--- config.mk ---
export PLATFORM = sky130hd
export DESIGN_NAME = atten_link_tx
export DESIGN_NICKNAME = d
export VERILOG_FILES = /design/src/rtl/atten_link_pkg.sv /design/src/rtl/atten_link_timer.sv /design/src/rtl/atten_link_shreg.sv /design/src/rtl/atten_link_seq.sv /design/src/rtl/atten_link_tx.sv
export SDC_FILE = /design/constraint.sdc
export NUM_CORES = 1
export LEC_CHECK = 0
export BUFFER_PORTS_ARGS = -buffer_cell sky130_fd_sc_hd__buf_4
export CAP_MARGIN = 5
export CORE_MARGIN = 1
export CORE_UTILIZATION = 40
export CTS_CLUSTER_SIZE = 25
export DETAILED_ROUTE_END_ITERATION = 7
export REMOVE_ABC_BUFFERS = 1
export SYNTH_ARGS = -nofsm -noshare
export SYNTH_HDL_FRONTEND = slang
export SYNTH_SLANG_ARGS = --single-unit
--- constraint.sdc ---
create_clock -name clk -period 2.15 [get_ports clk]
set_input_delay 0.215 -clock clk [delete_from_list [all_inputs] [get_ports clk]]
set_output_delay 0.215 -clock clk [all_outputs]
set_load 0.01 [all_outputs]
--- src/rtl/atten_link_pkg.sv ---
package atten_link_pkg;

    // Frame layout
    localparam int ADDR_BITS = 8;
    localparam int CODE_BITS = 8;
    localparam int WORD_BITS = ADDR_BITS + CODE_BITS;

    // Default timing for a 125 MHz system clock
    localparam int SYS_CLK_PS    = 8000;
    localparam int MIN_SETUP_PS  = 150000;
    localparam int DEF_SETUP_CYC = (MIN_SETUP_PS + SYS_CLK_PS - 1) / SYS_CLK_PS + 1;
    localparam int DEF_HALF_CYC  = 4;
    localparam int DEF_HOLD_CYC  = 4;

    typedef enum logic [2:0] {
        PH_IDLE,
        PH_SETUP,
        PH_HIGH,
        PH_LOW,
        PH_HOLD
    } phase_e;

    typedef struct packed {
        logic [ADDR_BITS-1:0] addr;
        logic [CODE_BITS-1:0] code;
    } cmd_t;

    // Address byte leads, most significant bit at the top
    function automatic logic [WORD_BITS-1:0] cmd_word(input cmd_t c);
        return {c.addr, c.code};
    endfunction

    // Counter width able to hold the largest of three cycle counts
    function automatic int cnt_bits(input int a, input int b, input int c);
        int m;
        m = a;
        if (b > m) m = b;
        if (c > m) m = c;
        return (m < 2) ? 1 : $clog2(m);
    endfunction

endpackage

--- src/rtl/atten_link_timer.sv ---
module atten_link_timer #(
    parameter int CNT_W = 8
) (
    input  logic             clk,
    input  logic             rst,
    input  logic             load,
    input  logic [CNT_W-1:0] load_val,
    output logic             expired
);

    logic [CNT_W-1:0] cnt;

    always_ff @(posedge clk) begin
        if (rst) begin
            cnt <= '0;
        end else if (load) begin
            cnt <= load_val;
        end else if (cnt != '0) begin
            cnt <= cnt - CNT_W'(1);
        end
    end

    assign expired = (cnt == '0);

endmodule

--- src/rtl/atten_link_shreg.sv ---
module atten_link_shreg #(
    parameter int W = 16
) (
    input  logic         clk,
    input  logic         rst,
    input  logic         load,
    input  logic [W-1:0] load_word,
    input  logic         shift,
    output logic         sdat
);

    logic [W-1:0] sr;

    always_ff @(posedge clk) begin
        if (rst) begin
            sr <= '0;
        end else if (load) begin
            sr <= load_word;
        end else if (shift) begin
            sr <= {sr[W-2:0], 1'b0};
        end
    end

    assign sdat = sr[W-1];

endmodule

--- src/rtl/atten_link_seq.sv ---
module atten_link_seq
    import atten_link_pkg::*;
#(
    parameter int SETUP_CYC = 20,
    parameter int HALF_CYC  = 4,
    parameter int HOLD_CYC  = 4,
    parameter int NBITS     = 16,
    parameter int CNT_W     = 5,
    parameter int BIT_W     = 5
) (
    input  logic             clk,
    input  logic             rst,
    input  logic             req_valid,
    input  logic             tmr_expired,
    output logic             tmr_load,
    output logic [CNT_W-1:0] tmr_val,
    output logic             sr_load,
    output logic             sr_shift,
    output logic             ready,
    output logic             strobe,
    output logic             sclk
);

    phase_e           ph;
    logic [BIT_W-1:0] falls;
    logic             accept;
    logic             frame_done;

    assign ready      = (ph == PH_IDLE);
    assign accept     = req_valid && ready;
    assign frame_done = (falls == BIT_W'(NBITS));

    always_comb begin
        tmr_load = 1'b0;
        tmr_val  = '0;
        sr_load  = accept;
        sr_shift = 1'b0;
        unique case (ph)
            PH_IDLE: begin
                if (accept) begin
                    tmr_load = 1'b1;
                    tmr_val  = CNT_W'(SETUP_CYC - 1);
                end
            end
            PH_SETUP: begin
                if (tmr_expired) begin
                    tmr_load = 1'b1;
                    tmr_val  = CNT_W'(HALF_CYC - 1);
                end
            end
            PH_HIGH: begin
                if (tmr_expired) begin
                    tmr_load = 1'b1;
                    tmr_val  = CNT_W'(HALF_CYC - 1);
                    sr_shift = 1'b1;
                end
            end
            PH_LOW: begin
                if (tmr_expired) begin
                    tmr_load = 1'b1;
                    tmr_val  = frame_done ? CNT_W'(HOLD_CYC - 1) : CNT_W'(HALF_CYC - 1);
                end
            end
            default: begin
            end
        endcase
    end

    always_ff @(posedge clk) begin
        if (rst) begin
            ph     <= PH_IDLE;
            strobe <= 1'b1;
            sclk   <= 1'b0;
            falls  <= '0;
        end else begin
            unique case (ph)
                PH_IDLE: begin
                    if (accept) begin
                        ph     <= PH_SETUP;
                        strobe <= 1'b0;
                        falls  <= '0;
                    end
                end
                PH_SETUP: begin
                    if (tmr_expired) begin
                        ph   <= PH_HIGH;
                        sclk <= 1'b1;
                    end
                end
                PH_HIGH: begin
                    if (tmr_expired) begin
                        ph    <= PH_LOW;
                        sclk  <= 1'b0;
                        falls <= falls + BIT_W'(1);
                    end
                end
                PH_LOW: begin
                    if (tmr_expired) begin
                        if (frame_done) begin
                            ph     <= PH_HOLD;
                            strobe <= 1'b1;
                        end else begin
                            ph   <= PH_HIGH;
                            sclk <= 1'b1;
                        end
                    end
                end
                PH_HOLD: begin
                    if (tmr_expired) begin
                        ph <= PH_IDLE;
                    end
                end
                default: ph <= PH_IDLE;
            endcase
        end
    end

    // serial clock only pulses inside a frame
    a_r6_clock_inside_frame: assert property (@(posedge clk) disable iff (rst)
        sclk |-> !strobe);

    // while not idle, a valid request never restarts the sequence
    a_r8_no_restart_busy: assert property (@(posedge clk) disable iff (rst)
        (!ready && req_valid) |-> !sr_load);

endmodule

--- src/rtl/atten_link_tx.sv ---
module atten_link_tx
    import atten_link_pkg::*;
#(
    parameter int SETUP_CYC = DEF_SETUP_CYC,
    parameter int HALF_CYC  = DEF_HALF_CYC,
    parameter int HOLD_CYC  = DEF_HOLD_CYC
) (
    input  logic                 clk,
    input  logic                 rst,
    input  logic                 req_valid,
    output logic                 req_ready,
    input  logic [ADDR_BITS-1:0] req_addr,
    input  logic [CODE_BITS-1:0] req_code,
    output logic                 busy,
    output logic                 lnk_sdat,
    output logic                 lnk_sclk,
    output logic                 lnk_strobe
);

    localparam int CNT_W = cnt_bits(SETUP_CYC, HALF_CYC, HOLD_CYC);
    localparam int BIT_W = $clog2(WORD_BITS + 1);

    cmd_t             req_cmd;
    logic             tmr_load;
    logic [CNT_W-1:0] tmr_val;
    logic             tmr_expired;
    logic             sr_load;
    logic             sr_shift;

    assign req_cmd = '{addr: req_addr, code: req_code};
    assign busy    = !req_ready;

    atten_link_timer #(
        .CNT_W (CNT_W)
    ) u_timer (
        .clk      (clk),
        .rst      (rst),
        .load     (tmr_load),
        .load_val (tmr_val),
        .expired  (tmr_expired)
    );

    atten_link_shreg #(
        .W (WORD_BITS)
    ) u_shreg (
        .clk       (clk),
        .rst       (rst),
        .load      (sr_load),
        .load_word (cmd_word(req_cmd)),
        .shift     (sr_shift),
        .sdat      (lnk_sdat)
    );

    atten_link_seq #(
        .SETUP_CYC (SETUP_CYC),
        .HALF_CYC  (HALF_CYC),
        .HOLD_CYC  (HOLD_CYC),
        .NBITS     (WORD_BITS),
        .CNT_W     (CNT_W),
        .BIT_W     (BIT_W)
    ) u_seq (
        .clk         (clk),
        .rst         (rst),
        .req_valid   (req_valid),
        .tmr_expired (tmr_expired),
        .tmr_load    (tmr_load),
        .tmr_val     (tmr_val),
        .sr_load     (sr_load),
        .sr_shift    (sr_shift),
        .ready       (req_ready),
        .strobe      (lnk_strobe),
        .sclk        (lnk_sclk)
    );

    // Checker state: serial clock rises in this frame and setup gap length
    logic             chk_sclk_q;
    logic [BIT_W-1:0] chk_rises;
    logic [CNT_W:0]   chk_setup;

    always_ff @(posedge clk) begin
        if (rst) begin
            chk_sclk_q <= 1'b0;
            chk_rises  <= '0;
            chk_setup  <= '0;
        end else begin
            chk_sclk_q <= lnk_sclk;
            if (req_ready) begin
                chk_rises <= '0;
                chk_setup <= '0;
            end else begin
                if (lnk_sclk && !chk_sclk_q) chk_rises <= chk_rises + BIT_W'(1);
                if (!lnk_strobe && !lnk_sclk && chk_rises == '0)
                    chk_setup <= chk_setup + (CNT_W+1)'(1);
            end
        end
    end

    a_r1_idle_pins: assert property (@(posedge clk) disable iff (rst)
        req_ready |-> (lnk_strobe && !lnk_sclk && !lnk_sdat));

    a_r2_accept_opens_frame: assert property (@(posedge clk) disable iff (rst)
        (req_valid && req_ready) |=> (!lnk_strobe && busy));

    a_r3_setup_gap: assert property (@(posedge clk) disable iff (rst)
        (lnk_sclk && !chk_sclk_q && chk_rises == '0) |-> (chk_setup == (CNT_W+1)'(SETUP_CYC)));

    a_r4_sixteen_rises: assert property (@(posedge clk) disable iff (rst)
        $rose(lnk_strobe) |-> (chk_rises == BIT_W'(WORD_BITS)));

    a_r5_data_steady_high: assert property (@(posedge clk) disable iff (rst)
        lnk_sclk |=> (!lnk_sclk || $stable(lnk_sdat)));

    a_r6_commit_clean: assert property (@(posedge clk) disable iff (rst)
        $rose(lnk_strobe) |-> (!lnk_sclk && !lnk_sdat));

endmodule

After elaboration in Yosys (flattened, before gate mapping)
Index checks and enable logic that the tools add are counted.
{ "op_classes": {"add_sub_neg": 2, "n_eq_ne": 12, "muxes": 30, "reduce_logical": 15} }
{ "ops": {"columns": ["cell", "n"], "rows": [
  ["2-to-1 mux 16 bit", 2],
  ["2-to-1 mux 5 bit", 5],
  ["case mux 5 bit (2 select lines)", 2],
  ["2-to-1 mux 3 bit", 6],
  ["case mux 3 bit (5 select lines)", 1],
  ["2-to-1 mux 1 bit", 10],
  ["!= test 2 bit (second input constant)", 5],
  ["AND reduction 5 bit", 2],
  ["nonzero test 2 bit", 4],
  ["equality test 3 x 2 -> 1 bit (second input constant)", 2],
  ["adder 5 x 1 -> 5 bit (second input constant)", 1],
  ["equality test 5 bit (second input constant)", 1],
  ["logical NOT 5 bit", 1],
  ["nonzero test 5 bit", 1],
  ["subtractor 5 x 1 -> 5 bit (second input constant)", 1],
  ["!= test 2 x 1 -> 1 bit (second input constant)", 2],
  ["case mux 1 bit (2 select lines)", 2],
  ["AND reduction 4 bit", 1],
  ["equality test 3 x 1 -> 1 bit (second input constant)", 1],
  ["equality test 3 bit (second input constant)", 1],
  ["logical NOT 3 bit", 1],
  ["case mux 1 bit (3 select lines)", 1],
  ["AND reduction 3 bit", 1],
  ["nonzero test 3 bit", 1],
  ["4 further kinds", 4]
]} }
{ "totals": {"register_bits": 31, "inputBits": 19, "output_inout_bits": 5, "word_cells": 65} }

Logic depth before layout (Yosys ltp)
Gate-level depths: netlist of run 1.
{ "logic_depth": {"word_depth": 5, "mapped_depth": 7, "ltp_nobuf": 5} }

Hierarchy
A second synthesis of run 1 with hierarchy kept.
{ "unflattened": {"cells_unflattened": 175, "hier_area_um2": 1657.8} }
{ "by_module_without_submodules": {"columns": ["mod", "n_inst", "cells_per_inst", "area_each_um2", "seq_area_each_um2"], "rows": [
  ["atten_link_shreg", 1, 71, 764.5, 320.3],
  ["atten_link_seq", 1, 71, 601.8, 200.2],
  ["atten_link_timer", 1, 32, 287.8, 100.1],
  ["atten_link_tx", 1, 1, 3.8, 0.0]
]} }

Least setup slack after synthesis of run 1
OpenSTA, ideal clock, no wires.
{ "synth_path": {"path_kind": "reg2reg", "startpoint": "register u_timer.cnt[0]", "endpoint": "register u_seq.falls[3]", "setup_time_ps": 86, "arrival_ps": 1815, "required_ps": 2064, "setup_slack_ps": 250, "path_stages_with_launch": 7, "n_path_buf": 1, "period_less_slack_ps": 1900, "cell_sequence": "dfxtp_1 > inv_1 > ha_1 > or4b_4 > buf_6 > or4_1 > a211oi_1"} }
{ "synth_between": {"elab_chain_len": 3} }
{ "synth_lines": {"columns": ["element", "line_no", "source"], "rows": [
  ["start: declaration", "atten_link_timer.sv:11", "logic [CNT_W-1:0] cnt;"],
  ["start signal: assignment", "atten_link_timer.sv:17", "cnt <= load_val;"],
  ["start signal: assignment", "atten_link_timer.sv:19", "cnt <= cnt - CNT_W'(1);"],
  ["logical NOT 5 bit", "atten_link_timer.sv:23", "assign expired = (cnt == '0);"],
  ["!= test 2 bit (no line)", null, null],
  ["AND reduction 3 bit (no line)", null, null],
  ["end signal: assignment", "atten_link_seq.sv:94", "falls <= falls + BIT_W'(1);"],
  ["end: declaration", "atten_link_seq.sv:25", "logic [BIT_W-1:0] falls;"]
]} }
Every way passes these cells.
A chain may end at the register's enable or synchronous reset.

Worst setup path in the final report of run 1
{ "layout_path": {"startpoint": "register u_seq.ph[0]", "endpoint": "register u_shreg.sr[9]"} }
{ "layout_between": {"elab_chain_len": 3, "word_cells_on_any_way": 6, "classes_between": "eq/ne (1); mux (2); reduce/logical (3)"} }
{ "layout_lines": {"columns": ["element", "line_no", "source"], "rows": [
  ["start: declaration", "atten_link_seq.sv:24", "phase_e ph;"],
  ["start signal: assignment", "atten_link_seq.sv:71", "ph <= PH_IDLE;"],
  ["start signal: assignment", "atten_link_seq.sv:79", "ph <= PH_SETUP;"],
  ["start signal: assignment", "atten_link_seq.sv:86", "ph <= PH_HIGH;"],
  ["equality test 3 x 2 -> 1 bit or logical NOT 3 bit (tied branches)", "atten_link_seq.sv:38, atten_link_seq.sv:29", null],
  ["2-to-1 mux 1 bit or logical AND 1 bit (tied branches)", "atten_link_seq.sv:38, atten_link_seq.sv:30", null],
  ["nonzero test 2 bit (no line) or 2-to-1 mux 16 bit (tied branches)", null, null],
  ["end signal: assignment", "atten_link_shreg.sv:18", "sr <= load_word;"],
  ["end signal: assignment", "atten_link_shreg.sv:20", "sr <= {sr[W-2:0], 1'b0};"],
  ["end: declaration", "atten_link_shreg.sv:12", "logic [W-1:0] sr;"]
]} }
Several ways; a longest one is shown, not always the timed one.

==> qor.txt, run 1 <==
Status: completed
Worst path top cell family by delay: simple AND/OR/NAND/NOR gates
Leakage: 0.6580 nW
Core box area: 3442 sq um
Via density: 5.902
Crit path DAT: 2120 ps
Worst-Margin Slew: 548.1 ps
Diode count: 0
Crit end category: flop
Register bit count reported by yosys: 31
Synth area leaders: dfxtp_1 (42%), o21ai_0 (11%), a31oi_1 (6.3%)
Setup TNS: 0 ps
Die extent in y: 63.04 microns
Final hold violations: 0
Reg clk slew, reported paths: 60 ps
Cells after synthesis: 180
First-iteration detailed-routing DRC count: 144
RePlAce Congestion: 0.7952
Vias in the first global route: 1429
Synth cell types: 36
GRT Residual Overflow: 0
Switch Pwr: 0.7623 mW
Ports: 24
Max-cap violations: 0
Port-buffer cells: 23
H-tree Lvls: 2
Syn avg cell area: 8.279 sq um
Clk_skew: 3.596 ps
Drt drc: 0
Critical path peak fanout: 30
Multi-input logic area: 783.3 sq um
Clk root buf: clkbuf_8
Drt pass-1 iters: 4
Layout area overhead: 19.82%
Filler Cells Inserted: 352
Req. time, crit path: 2280 ps
Fraction of layout cells with a size suffix above 1: 21.61%
Insertion delay to the later sink of the worst-skew pair: 280 ps
Drt total wl: 3612 microns
PD cells: 1111 nW/um^2
Hold slack: 197.5 ps
CTS buffer count: 5
Comb pwr share: 38.9%
Min Tclk post-route: 1989 ps
Post-cts resize count: 0
Total GRT Usage: 20.83%
Hold Buf Count CTS: 0
Sink Count: 31
Post-DRT Antenna Nets: 0
Post-CTS Setup Bufs: 0
Clock power share: 20.9%
Global-route wire length before repair: 6444 microns
Post-synthesis cell area: 1490 sq um
Crit path max-delay cell type: or4b_2
Die area: 3973 sq um
Worst setup SP type: flop
Max incr delay on CP: 1020 ps
Sequential group share of total power: 40.2%
Final max-slew violation count: 0
Fin crit share: 92.51%
Worst vdd ir: 0.0004834 V
Clk buf depth: 2
Switch share: 38.43%
TritonCTS clock tree: done
Die Wd: 63.04 microns
Max Freq: 502.8 MHz
Area fraction of the dominant cell type after synthesis: 41.65%
Setup Viol. Count Final: 0
Crit path cell chain: or4b_2, o21ai_0, a31oi_1
Largest net degree at the start of global routing: 31
Post-synthesis sequential area ratio: 41.65%
Fin cells: 245
Synth Warn #: 0
Unrepaired setup endpoints after global routing: false
Initial antenna violation count: 0
HP Class: in2reg
Yosys top cell by area: dfxtp_1
Buf+Inv Stages, Crit Path: 0
Placed cell count: 239
Relative slew margins: 63.46%
Internal Power: 1.222 mW
Via Count: 1446
Register area: 620.6 sq um
WS Path Type: reg2reg
Starting Density: 43.29%
Row count: 21
Post-DP HPWL: 2384 microns
Post-layout nets: 222
Wire per inst: 14.74 microns
-- layout by cell type (no fill, tap or decap) --
| cell | netlist | layout |
|---|---|---|
| or4b_4 | 1 | 1 |
| o21bai_1 | 1 | 1 |
| inv_1 | 7 | 7 |
| nand4b_1 | 2 | 2 |
| nand3_1 | 15 | 15 |
| nor4_1 | 2 | 2 |
| a311oi_1 | 1 | 1 |
| o21ba_2 | 1 | 1 |
| or3_1 | 2 | 2 |
| a31oi_1 | 15 | 15 |
| nor3b_2 | 1 | 1 |
| nand2_1 | 5 | 5 |
| or3b_2 | 1 | 1 |
| nor4bb_1 | 1 | 1 |
| ha_1 | 3 | 3 |
| buf_4 | 0 | 30 |
| clkbuf_8 | 0 | 5 |
| nor2_1 | 3 | 3 |
| o211a_1 | 1 | 1 |
| o31ai_1 | 3 | 3 |
| o221a_2 | 1 | 1 |
| and3_1 | 1 | 1 |
| mux2i_1 | 1 | 1 |
| or4_1 | 2 | 2 |
| xnor2_1 | 1 | 1 |
| a21oi_1 | 16 | 16 |
| dfxtp_1 | 31 | 31 |
| o211ai_1 | 3 | 3 |
| o21ai_0 | 32 | 32 |
| and2_1 | 1 | 1 |
| nor4b_2 | 0 | 2 |
| nor3_1 | 2 | 2 |
| or4b_2 | 1 | 1 |
| a211oi_1 | 4 | 4 |
| clkbuf_1 | 14 | 1 |
-- cell families after synthesis --
logic type / after synthesis / share of synthesized area (%)
buf+inv: 24 / 6.633
xor+xnor: 1 / 0.5878
fa+ha+maj: 3 / 2.519
simple gates: 42 / 17.30
compound gates: 78 / 30.65
flops: 31 / 41.65
mux: 1 / 0.6717
-- Yosys cell counts, drive strengths merged --
| library cell | number |
|---|---|
| dfxtp | 31 |
| buf | 3 |
| nand2 | 5 |
| nor4bb | 1 |
| nor4b | 2 |
| nand4b | 2 |
| nor3 | 2 |
| nor2 | 3 |
| nor4 | 2 |
| or3 | 2 |
| nor3b | 1 |
| nand3 | 15 |
| clkbuf | 14 |
| mux2i | 1 |
| a31oi | 15 |
| or4 | 2 |
| a21oi | 16 |
| o21ba | 1 |
| ha | 3 |
| and3 | 1 |
| or4b | 2 |
| a311oi | 1 |
| o21ai | 32 |
| inv | 7 |
| o221a | 1 |
| or3b | 1 |
| xnor2 | 1 |
| o21bai | 1 |
| o211a | 1 |
| and2 | 1 |
| a211oi | 4 |
| o31ai | 3 |
| o211ai | 3 |
-- metal layers --
| metal | part of all wire, % | global-route usage (%) | vias up |
|---|---|---|---|
| li1 | - | - | 712 |
| met1 | 46 | 25.45 | 682 |
| met2 | 47 | 34.54 | 42 |
| met3 | 4.5 | 4.562 | 10 |
| met4 | 2.1 | 9.593 | 0 |
| met5 | 0 | 0 | - |
-- state kept, by name, indices dropped and copies added (netlist names) --
name / cells
u_seq.sclk: 1
u_timer.cnt: 5
u_shreg.sr: 16
u_seq.strobe: 1
u_seq.falls: 5
u_seq.ph: 3
-- worst paths after layout --
kind / from / cells past startpoint / slack [ps] / end
max: u_seq.ph[0]$_SDFFE_PP0P_ / 3 / 160 / u_shreg.sr[9]$_SDFFE_PP0P_
min: req_code[0] / 3 / 200 / u_shreg.sr[0]$_SDFFE_PP0P_
max reg2reg: u_seq.ph[0]$_SDFFE_PP0P_ / 3 / 160 / u_shreg.sr[9]$_SDFFE_PP0P_
min reg2reg: u_shreg.sr[6]$_SDFFE_PP0P_ / 2 / 480 / u_shreg.sr[6]$_SDFFE_PP0P_
-- stage by stage --
| stage | power [mW] | cell area, sq um | setup slack (ps) | utilization (%) |
|---|---|---|---|---|
| global route | 2.128 | 1785 | 76.06 | 51.87 |
| CTS | 1.993 | 1785 | 157.3 | 51.87 |
| global placement | 1.553 | 1713 | 255.1 | 49.76 |
| floorplan | 1.250 | 1418 | -806.2 | - |
| detailed placement | 1.576 | 1713 | 152.6 | 49.76 |
| finish | 1.984 | 1785 | 161.0 | 51.87 |
-- power by group through the flow --
stage	combinational, mW	clock, mW	sequential, mW
floorplan	0.472	0	0.778
global placement	0.757	0	0.795
detailed placement	0.771	0	0.805
CTS	0.773	0.426	0.794
global route	0.864	0.451	0.813
finish	0.772	0.415	0.798
-- tightest hold or removal path: cells and delay by family --
| kind | cells | cell delay, ps |
|---|---|---|
| AND/OR/NAND/NOR | 1 | 50 |
| buffers and inverters | 1 | 110 |
| AO/OA/AOI/OAI | 1 | 60 |
-- area by class of cell --
type,count,share of cell area [%]
inverter,7,1.472
tap,46,3.224
timing repair buffer,30,12.61
clock buffer,6,4.064
sequential,31,34.76
multi-input combinational,125,43.87
Power figures use the tool's default switching activity.
==> run 2, diff against run 1 <==
==> constraint.sdc (replaced) <==
create_clock -name clk -period 2.15 [get_ports clk]
set_input_delay 0.43 -clock clk [delete_from_list [all_inputs] [get_ports clk]]
set_output_delay 0.43 -clock clk [all_outputs]
set_load 0.01 [all_outputs]
==> run 2 against run 1 <==
Compared with the run above:
- largest power group unchanged
- sequential power is 2% lower
- via count down 0.28%
- final area increased by 1.5%
- critical path depth is the same
- sequential share of layout area is 0.53 points lower
==> qor.txt, run 2 (same netlist as run 1, synthesis figures left out) <==
Sequential group share of total power: 38.1% (was 40.2%)
PD cells: 1138 nW/um^2 (was 1111 nW/um^2)
Core box area: 3442 sq um (unchanged)
Layout area overhead: 21.66% (was 19.82%)
Final hold violations: 0 (unchanged)
Commonest non-fill, non-tap cell in the layout: o21ai_0 (unchanged)
Max-cap violations: 0 (unchanged)
Max Freq: 499.3 MHz (was 502.8 MHz)
Most frequent cells in the layout: o21ai_0 (32), dfxtp_1 (31), buf_4 (30) (unchanged)
Post-layout nets: 222 (unchanged)
Clk root buf: clkbuf_8 (unchanged)
Vias in the first global route: 1399 (was 1429)
Final max-slew violation count: 0 (unchanged)
Wire per inst: 14.47 microns (was 14.74 microns)
Starting Density: 43.29% (unchanged)
Fraction of layout cells with a size suffix above 1: 22.39% (was 21.61%)
Placed cell count: 239 (unchanged)
Drt drc: 0 (unchanged)
Post-DRT Antenna Nets: 0 (unchanged)
Drt pass-1 iters: 4 (unchanged)
Drt total wl: 3573 microns (was 3612 microns)
Final Util: 52.67% (was 51.87%)
Port-buffer cells: 23 (unchanged)
Post-DP HPWL: 2297 microns (was 2384 microns)
Switch share: 37.09% (was 38.43%)
Biggest regs: u_shreg.sr: 16 flops, u_seq.falls: 5 flops, u_timer.cnt: 5 flops (unchanged)
Clk_skew: 4.078 ps (was 3.596 ps)
Ports: 24 (unchanged)
Setup TNS: 0 ps (unchanged)
TritonCTS clock tree: done (unchanged)
Die area: 3973 sq um (unchanged)
Reg clk slew, reported paths: 60 ps (about the same)
Post-cts resize count: 0 (unchanged)
Status: completed (unchanged)
Register with the most flip-flops: u_shreg.sr (unchanged)
Fin crit share: 93.15% (was 92.51%)
Hold Buf Count CTS: 0 (unchanged)
Largest net degree at the start of global routing: 31 (unchanged)
WS Path Type: reg2reg (unchanged)
Largest register FFs: 16 (unchanged)
Via density: 5.838 (was 5.902)
First-iteration detailed-routing DRC count: 56 (was 144)
Post-CTS Setup Bufs: 0 (unchanged)
Die Wd: 63.04 microns (unchanged)
Worst vdd ir: 0.0004932 V (was 0.0004834 V)
Row count: 21 (unchanged)
CTS buffer count: 5 (unchanged)
Diode count: 0 (unchanged)
Internal Power: 1.298 mW (was 1.222 mW)
Critical path peak fanout: 13 (was 30)
Fin cells: 247 (was 245)
Total GRT Usage: 19.41% (was 20.83%)
RePlAce Congestion: 0.7655 (was 0.7952)
Sink Count: 31 (unchanged)
Hold slack: 433.8 ps (was 197.5 ps)
Setup Viol. Count Final: 0 (unchanged)
Min Tclk post-route: 2003 ps (was 1989 ps)
Crit end category: flop (unchanged)
Clk buf depth: 2 (unchanged)
H-tree Lvls: 2 (unchanged)
Clock power share: 23.9% (was 20.9%)
Unrepaired setup endpoints after global routing: false (unchanged)
Initial antenna violation count: 0 (unchanged)
Worst R2R Path Depth: 3 (unchanged)
Hold depth: 3 (unchanged)
Via Count: 1442 (was 1446)
Leakage: 0.6724 nW (was 0.6580 nW)
Switch Pwr: 0.7655 mW (was 0.7623 mW)
Die extent in y: 63.04 microns (unchanged)
Global-route wire length before repair: 6127 microns (was 6444 microns)
GRT Residual Overflow: 0 (unchanged)
Comb pwr share: 38.0% (was 38.9%)
Worst-Margin Slew: 539.8 ps (was 548.1 ps)
HP Class: in2reg (unchanged)
Insertion delay to the later sink of the worst-skew pair: 270 ps (was 280 ps)
Req. time, crit path: 2340 ps (was 2280 ps)
Crit path DAT: 2190 ps (was 2120 ps)
Relative slew margins: 64.01% (was 63.46%)
Worst setup SP type: flop (unchanged)
-- run 2: changes by cell type in the layout (fill, tap and decap cells not counted) --
cell / previous run / this run
clkbuf_8: 5 / 7
-- run 2: final cells by class --
cell class | count | area [sq um]
multi-input cells | 125 | 783.3
inverters | 7 | 26.28
flip-flops and latches | 31 | 620.6
fillers | 337 | 1629
repair buffers | 30 | 225.2
well taps | 46 | 57.56
clock buffers | 8 | 100.1
-- run 2: worst paths after layout --
kind | start | endpoint | slack (ps)
max | u_seq.ph[1]$_SDFFE_PP0P_ | u_seq.falls[4]$_SDFFE_PP0P_ | 150
min | req_code[0] | u_shreg.sr[0]$_SDFFE_PP0P_ | 430
max reg2reg | u_seq.ph[1]$_SDFFE_PP0P_ | u_seq.falls[4]$_SDFFE_PP0P_ | 150
min reg2reg | u_seq.strobe$_SDFFE_PP1P_ | u_seq.strobe$_SDFFE_PP1P_ | 480
-- run 2: power by group through the flow --
stage	logic, mW	clock network [mW]	registers (mW)
after floorplan	0.472	0	0.778
after global placement	0.766	0	0.788
after detailed placement	0.782	0	0.794
after CTS	0.785	0.511	0.782
after global routing	0.878	0.541	0.800
final	0.785	0.494	0.785
-- run 2: per-layer routing --
| metal | part of all wire (%) | up-vias | track usage, % |
|---|---|---|---|
| li1 | - | 715 | - |
| met1 | 46 | 686 | 22.82 |
| met2 | 49 | 35 | 33.60 |
| met3 | 3.5 | 6 | 5.657 |
| met4 | 0.98 | 0 | 5.814 |
| met5 | 0 | - | 0 |
-- run 2: worst max-delay path: stages (launching register included) --
cell and delay (ps):
dfxtp_1 560, or3b_2 620, or4_1 500, a211oi_1 240
-- run 2: metrics by stage --
stage / setup WS (ps) / cell area, sq um / total power, mW
after detailed placement: 177.4 / 1713 / 1.576
after CTS: 166.9 / 1813 / 2.078
final: 147.3 / 1813 / 2.064
after floorplan: -806.2 / 1418 / 1.250
after global routing: 26.49 / 1813 / 2.219
after global placement: 246.1 / 1713 / 1.554
